`src/rtl/sfm_pkg.sv`:
```
package sfm_pkg;

    localparam logic [7:0] OP_WEN   = 8'h06;
    localparam logic [7:0] OP_WDIS  = 8'h04;
    localparam logic [7:0] OP_STAT  = 8'h05;
    localparam logic [7:0] OP_RD    = 8'h03;
    localparam logic [7:0] OP_FRD   = 8'h0B;
    localparam logic [7:0] OP_PROG  = 8'h02;
    localparam logic [7:0] OP_SERA  = 8'h20;
    localparam logic [7:0] OP_CERA1 = 8'h60;
    localparam logic [7:0] OP_CERA2 = 8'hC7;
    localparam logic [7:0] OP_ID    = 8'h9F;
    localparam logic [7:0] OP_DRD   = 8'hBB;

    localparam int ADDR_W = 24;
    localparam int IDX_W  = 3;

    typedef enum logic [3:0] {
        K_NONE, K_WEN, K_WDIS, K_STAT, K_RD, K_FRD,
        K_PROG, K_SERA, K_CERA, K_ID, K_DRD
    } cmd_kind_t;

endpackage

```
`src/rtl/sfm_op_decode.sv`:
```
module sfm_op_decode
    import sfm_pkg::*;
(
    input  logic [7:0] op,
    output cmd_kind_t  kind,
    output logic       needs_wel
);
    always_comb begin
        unique case (op)
            OP_WEN:   kind = K_WEN;
            OP_WDIS:  kind = K_WDIS;
            OP_STAT:  kind = K_STAT;
            OP_RD:    kind = K_RD;
            OP_FRD:   kind = K_FRD;
            OP_PROG:  kind = K_PROG;
            OP_SERA:  kind = K_SERA;
            OP_CERA1: kind = K_CERA;
            OP_CERA2: kind = K_CERA;
            OP_ID:    kind = K_ID;
            OP_DRD:   kind = K_DRD;
            default:  kind = K_NONE;
        endcase
        needs_wel = (kind == K_PROG) || (kind == K_SERA) || (kind == K_CERA);
    end
endmodule

```
`src/rtl/sfm_dual_unpack.sv`:
```
module sfm_dual_unpack (
    input  logic [7:0] even_bits,
    input  logic [7:0] odd_bits,
    output logic [7:0] first_byte,
    output logic [7:0] second_byte
);
    localparam int HALF = 4;
    for (genvar k = 0; k < HALF; k++) begin : g_bit
        assign first_byte[2*k]    = even_bits[HALF + k];
        assign first_byte[2*k+1]  = odd_bits[HALF + k];
        assign second_byte[2*k]   = even_bits[k];
        assign second_byte[2*k+1] = odd_bits[k];
    end
endmodule

```
`src/rtl/sfm_sat_add.sv`:
```
module sfm_sat_add #(
    parameter int W = 16
) (
    input  logic [W-1:0] val,
    input  logic [1:0]   step,
    output logic [W-1:0] sum
);
    logic [W:0] wide;
    always_comb begin
        wide = {1'b0, val} + {{(W-1){1'b0}}, step};
        sum  = wide[W] ? {W{1'b1}} : wide[W-1:0];
    end
endmodule

```
`src/rtl/spi_flash_monitor.sv`:
```
module spi_flash_monitor
    import sfm_pkg::*;
#(
    parameter int CNT_W       = 16,
    parameter int SECTOR_LOG2 = 12
) (
    input  logic              clk,
    input  logic              rst_n,
    input  logic              ev_valid,
    input  logic              ev_cs,
    input  logic [7:0]        ev_mosi,
    input  logic [7:0]        ev_miso,
    output logic [7:0]        opcode,
    output logic [ADDR_W-1:0] address,
    output logic [CNT_W-1:0]  data_count,
    output logic              xact_done,
    output logic              warn_no_wren,
    output logic              warn_bad_sector,
    output logic              warn_unknown_op
);
    localparam logic [IDX_W-1:0] IDX_MAX = {IDX_W{1'b1}};
    localparam logic [CNT_W-1:0] CNT_MAX = {CNT_W{1'b1}};

    typedef struct packed {
        logic              active;
        logic              fin;
        cmd_kind_t         kind;
        logic [IDX_W-1:0]  idx;
        logic [7:0]        op;
        logic [ADDR_W-1:0] addr;
        logic [CNT_W-1:0]  cnt;
        logic              wel;
        logic              done;
        logic              w_wel;
        logic              w_sect;
        logic              w_unk;
    } mon_state_t;

    mon_state_t st_d, st_q;

    cmd_kind_t  new_kind;
    logic       new_needs_wel;
    logic [7:0] dual_hi, dual_lo;
    logic [CNT_W-1:0] cnt_plus;
    logic [1:0] cnt_step;

    sfm_op_decode u_dec (
        .op        (ev_mosi),
        .kind      (new_kind),
        .needs_wel (new_needs_wel)
    );

    sfm_dual_unpack u_dual (
        .even_bits   (ev_mosi),
        .odd_bits    (ev_miso),
        .first_byte  (dual_hi),
        .second_byte (dual_lo)
    );

    assign cnt_step = (st_q.kind == K_DRD) ? 2'd2 : 2'd1;

    sfm_sat_add #(.W(CNT_W)) u_cnt (
        .val  (st_q.cnt),
        .step (cnt_step),
        .sum  (cnt_plus)
    );

    logic [ADDR_W-1:0] addr_byte;

    always_comb begin
        st_d        = st_q;
        st_d.done   = 1'b0;
        st_d.w_wel  = 1'b0;
        st_d.w_sect = 1'b0;
        st_d.w_unk  = 1'b0;

        addr_byte = st_q.addr;
        case (st_q.idx)
            3'd2:    addr_byte[23:16] = ev_mosi;
            3'd3:    addr_byte[15:8]  = ev_mosi;
            3'd4:    addr_byte[7:0]   = ev_mosi;
            default: ;
        endcase

        if (ev_valid && ev_cs) begin
            st_d.done   = st_q.active && !st_q.fin;
            st_d.active = 1'b0;
            st_d.fin    = 1'b0;
            st_d.idx    = 3'd1;
        end else if (ev_valid && !st_q.active) begin
            st_d.op   = ev_mosi;
            st_d.addr = '0;
            st_d.cnt  = '0;
            if (new_kind == K_NONE) begin
                st_d.w_unk = 1'b1;
                st_d.kind  = K_NONE;
            end else begin
                st_d.active = 1'b1;
                st_d.fin    = 1'b0;
                st_d.kind   = new_kind;
                st_d.idx    = 3'd2;
                st_d.w_wel  = new_needs_wel && !st_q.wel;
                if (new_kind == K_WEN)  st_d.wel = 1'b1;
                if (new_kind == K_WDIS) st_d.wel = 1'b0;
            end
        end else if (ev_valid && !st_q.fin) begin
            if (st_q.idx != IDX_MAX) st_d.idx = st_q.idx + 3'd1;
            case (st_q.kind)
                K_RD, K_PROG, K_FRD: begin
                    if (st_q.idx <= 3'd4)
                        st_d.addr = addr_byte;
                    else if (st_q.kind != K_FRD || st_q.idx >= 3'd6)
                        st_d.cnt = cnt_plus;
                end
                K_SERA: begin
                    st_d.addr = addr_byte;
                    if (st_q.idx == 3'd4) begin
                        st_d.done   = 1'b1;
                        st_d.fin    = 1'b1;
                        st_d.w_sect = (addr_byte[SECTOR_LOG2-1:0] != '0);
                    end
                end
                K_ID: begin
                    if (st_q.idx == 3'd4) begin
                        st_d.done = 1'b1;
                        st_d.fin  = 1'b1;
                    end
                end
                K_STAT: st_d.wel = ev_miso[1];
                K_DRD: begin
                    if (st_q.idx == 3'd2)
                        st_d.addr[23:8] = {dual_hi, dual_lo};
                    else if (st_q.idx == 3'd3)
                        st_d.addr[7:0] = dual_hi;
                    else
                        st_d.cnt = cnt_plus;
                end
                default: ;
            endcase
        end
    end

    always_ff @(posedge clk) begin
        if (!rst_n) begin
            st_q      <= '0;
            st_q.kind <= K_NONE;
            st_q.idx  <= 3'd1;
        end else begin
            st_q <= st_d;
        end
    end

    assign opcode          = st_q.op;
    assign address         = st_q.addr;
    assign data_count      = st_q.cnt;
    assign xact_done       = st_q.done;
    assign warn_no_wren    = st_q.w_wel;
    assign warn_bad_sector = st_q.w_sect;
    assign warn_unknown_op = st_q.w_unk;

    AST_CS_ENDS_XACT: assert property (@(posedge clk) disable iff (!rst_n)
        (ev_valid && ev_cs) |=> (!st_q.active && st_q.idx == 3'd1));

    AST_UNKNOWN_IDLE: assert property (@(posedge clk) disable iff (!rst_n)
        warn_unknown_op |-> (!st_q.active && !xact_done));

    AST_ADDR_HELD_IN_DATA: assert property (@(posedge clk) disable iff (!rst_n)
        (ev_valid && !ev_cs && st_q.active && st_q.kind == K_RD && st_q.idx >= 3'd5)
        |=> $stable(address));

    AST_BAD_SECTOR_CAUSE: assert property (@(posedge clk) disable iff (!rst_n)
        warn_bad_sector |-> (opcode == OP_SERA && xact_done
                             && address[SECTOR_LOG2-1:0] != '0));

    AST_CNT_SATURATE: assert property (@(posedge clk) disable iff (!rst_n)
        (data_count == CNT_MAX && !(ev_valid && !ev_cs && !st_q.active))
        |=> data_count == CNT_MAX);

    AST_WARN_ONEHOT: assert property (@(posedge clk) disable iff (!rst_n)
        $onehot0({warn_no_wren, warn_bad_sector, warn_unknown_op}));

endmodule

```
`config.mk`:
```
export PLATFORM = sky130hd
export DESIGN_NAME = spi_flash_monitor
export DESIGN_NICKNAME = d
export VERILOG_FILES = /design/src/rtl/sfm_pkg.sv /design/src/rtl/sfm_op_decode.sv /design/src/rtl/sfm_dual_unpack.sv /design/src/rtl/sfm_sat_add.sv /design/src/rtl/spi_flash_monitor.sv
export SDC_FILE = /design/constraint.sdc
export NUM_CORES = 1
export LEC_CHECK = 0
export ABC_AREA = 1
export BUFFER_PORTS_ARGS = -buffer_cell sky130_fd_sc_hd__buf_2
export CAP_MARGIN = 20
export CORE_UTILIZATION = 40
export CTS_BUF_LIST = sky130_fd_sc_hd__clkbuf_4 sky130_fd_sc_hd__clkbuf_8
export DETAILED_ROUTE_END_ITERATION = 7
export SETUP_SLACK_MARGIN = 0.02
export SLEW_MARGIN = 30
export SYNTH_ARGS = -nofsm -noshare
export SYNTH_HDL_FRONTEND = slang
export SYNTH_SLANG_ARGS = --single-unit
```
`constraint.sdc`:
```
create_clock -name clk -period 6.1 [get_ports clk]
set_input_delay 0.305 -clock clk [delete_from_list [all_inputs] [get_ports clk]]
set_output_delay 0.305 -clock clk [all_outputs]
set_load 0.01 [all_outputs]
```
==> run metrics <==
run status complete, no violations; Clock H-tree levels 3; critical path peak fanout 16; clock power share 0.404; final critical-path required period between 2 and 3 ns; commonest cells after routing, fill and taps aside nand2_1 (135), buf_2 (71), nand3_1 (68); total die area 10600 um2; global route total overflow 0; final setup violation count 0; unrepaired setup endpoints after global routing no; cell area after technology mapping a little over 4000 um2; power per unit of standard cell area approximately 210 nW/um2; number of distinct standard cells referenced by the synthesized netlist 39; terminus of the critical flop-to-flop path data_count[13]$_SDFFE_PN0P_; cell taking the most area after synthesis dfxtp_1; worst IR drop on VDD between 90 and 100 uV; port buffer count between 70 and 80; most common library cell in the layout ignoring fill and taps nand2_1; start-to-end type of the worst setup path register to register; worst endpoint data arrival time 3.14 ns; Post-synth ARST share 0; dominant cells by area after synthesis dfxtp_1 (30%), nand2_1 (12%), buf_4 (9.4%), nand3_1 (8.3%), a21oi_1 (7.1%); CP endpoint kind register; critical path launch point type register; worst-case clock buffer depth 2; Worst Reg-to-Reg Cells 13; maximum number of pins on one net before global-route repair 35; Post-synth EDFFs 0; area share of the largest cell type after synthesis 0.304; Worst-Margin Slew 0.785 ns; sink count of the clock tree 62; total number of nets in the final design approximately 660; total net switching power around 0.26 mW; share of layout cells above drive strength 1 0.179; origin of the critical flop-to-flop path st_q[57]$_SDFFE_PN0P_; max_cap viols 0; Worst Setup SP st_q[57]$_SDFFE_PN0P_; number of synthesis warnings 0; sequential element share of the synthesized area 0.304; TritonCTS clock tree done; routability-driven placement congestion ratio 0.899; DRC Markers 0; total via count in the routed design 3977; first-pass GRT wire length ~17 mm; number of instances in the synthesized netlist ~620; diode count 0; GR Util All Layers 0.210; switching portion of total power 0.284; Reg2Reg Setup Slack 3.25 ns; via count normalized by instance count just over 5; mean instance size in the synthesized netlist ~6.6 um2; vias in the first global route about 3.7k; Area Growth Syn to Fin 6.59%; worst max-slew margin expressed relative to the limit 0.475; clock network latency to the later pin of the worst-skew pair around 0.35 ns; synthesis-stage register bit count 62; total length of routed wires slightly above 10 mm; path category of the worst min-delay check input port to register; Initial Utilization 0.416; clock root buffer clkbuf_8; Chip Width 103 um; number of primary I/O pins a little over 70; initial antenna violation count 0; clock buffer count from CTS 9; wire length per cell after detailed routing 13.3 um; Syn Nets 650; setup total negative slack 0 ns; setup clock skew after layout roughly 0.012 ns; total of fill cells in the finished design roughly 1.1k; highest clock rate roughly 350 MHz; die height 103 um; most used flip-flop cell after synthesis dfxtp_1; capturing instance or port of the critical path data_count[13]$_SDFFE_PN0P_; number of max-slew violations in the final report 0; cell row count 36; post-route antenna net violation count 0; number of buffers added to fix hold violations after cts 0; area inside the core boundary slightly below 10000 um2; sequential fraction of design power 0.464; fraction of power consumed by combinational cells 0.132; drt first pass iters 5; leakage power summed over all cells between 1.5 and 2 nW; Setup Buffers After CTS 0; 1st-iter DRT viols roughly 230; required time reported for the critical path endpoint about 6.4 ns; placed wire-length estimate approximately 7.5 mm; clock transition time at the flip-flop clock pins of the worst setup and hold paths 0.07 ns; Pwr Total between 0.9 and 1 mW; final number of hold-violating endpoints 0; # resized after CTS 0; period utilization 0.468; internal power summed over all cells between 0.6 and 0.7 mW
how the worst min path moves through the flow:
stage                                   from                       end  cells past startpoint
finish                              ev_valid     st_q[61]$_SDFFE_PP0P_                      3
detailed placement  address[20]$_SDFFE_PN0P_  address[20]$_SDFFE_PN0P_                      2
global route                        ev_valid     st_q[61]$_SDFFE_PP0P_                      3
floorplan           address[23]$_SDFFE_PN0P_  address[23]$_SDFFE_PN0P_                      2
global placement    address[23]$_SDFFE_PN0P_  address[23]$_SDFFE_PN0P_                      2
CTS                                 ev_valid     st_q[61]$_SDFFE_PP0P_                      3
sequential cells by signal (all words and copies together) (netlist names):
register and count:
warn_unknown_op 1, opcode 8, address 24, warn_no_wren 1, st_q 10, warn_bad_sector 1
data_count 16, xact_done 1
cell usage after synthesis (all sizes together), types with 7 or more instances:
library cell / n
a21oi: 58
buf: 60
clkbuf: 9
dfxtp: 62
ha: 7
inv: 67
nand2: 139
nand3: 68
nand4: 8
nor2: 45
nor3: 15
o21ai: 54
o22ai: 12
worst max-delay path: stages, from the launching register on:
cell	delay, ns
dfxtp_1	0.31
inv_1	0.10
nor2_1	0.06
nand2_2	0.30
ha_1	0.24
inv_1	0.06
fa_1	0.40
inv_1	0.07
nand2_1	0.10
nor2_2	0.27
nand4_2	0.42
nand3_1	0.22
nand3_1	0.08
a21oi_1	0.15
layer usage:
metal	vias to the layer above	track usage	part of all wire
met5	-	0	0
met4	0	0.0943	0.021
met3	19	0.0407	0.067
met2	127	0.324	0.43
met1	1799	0.285	0.48
li1	2032	-	-
per-stage QoR:
stage               setup WS [ns]  instance area, um2   util  std cells  hold slack [ns]
floorplan                    3.60                4080      -        622            0.421
global placement             3.31                4150  0.422        758            0.431
detailed placement           3.22                4150  0.422        758            0.436
CTS                          3.20                4350  0.443        774            0.238
global route                 2.92                4350  0.443        774            0.265
finish                       3.25                4350  0.443        774            0.246
logic make-up after synthesis:
kind of cell	Yosys count	synth area share
compound gates	130	0.167
xor+xnor	4	0.00858
fa+ha+maj	8	0.0264
buf+inv	137	0.177
flops	62	0.304
simple gates	281	0.316
power by group through the flow:
stage          logic [mW]  clock network (mW)  registers (mW)
4_1_cts             0.120               0.379           0.426
6_report            0.121               0.371           0.426
2_1_floorplan      0.0951                   0           0.434
3_3_place_gp        0.119                   0           0.435
3_5_place_dp        0.120                   0           0.435
5_1_grt             0.137               0.397           0.427
cell type report:
cell class	count	area (um2)	area share
multi-input cells	423	2120	0.487
flip-flops and latches	62	1240	0.285
repair buffers	72	363	0.0834
inverters	68	258	0.0592
clock buffers	14	193	0.0443
well taps	133	166	0.0383
clock inverters	2	12.5	0.00288
No activity file was read; power rests on OpenSTA's default activity.
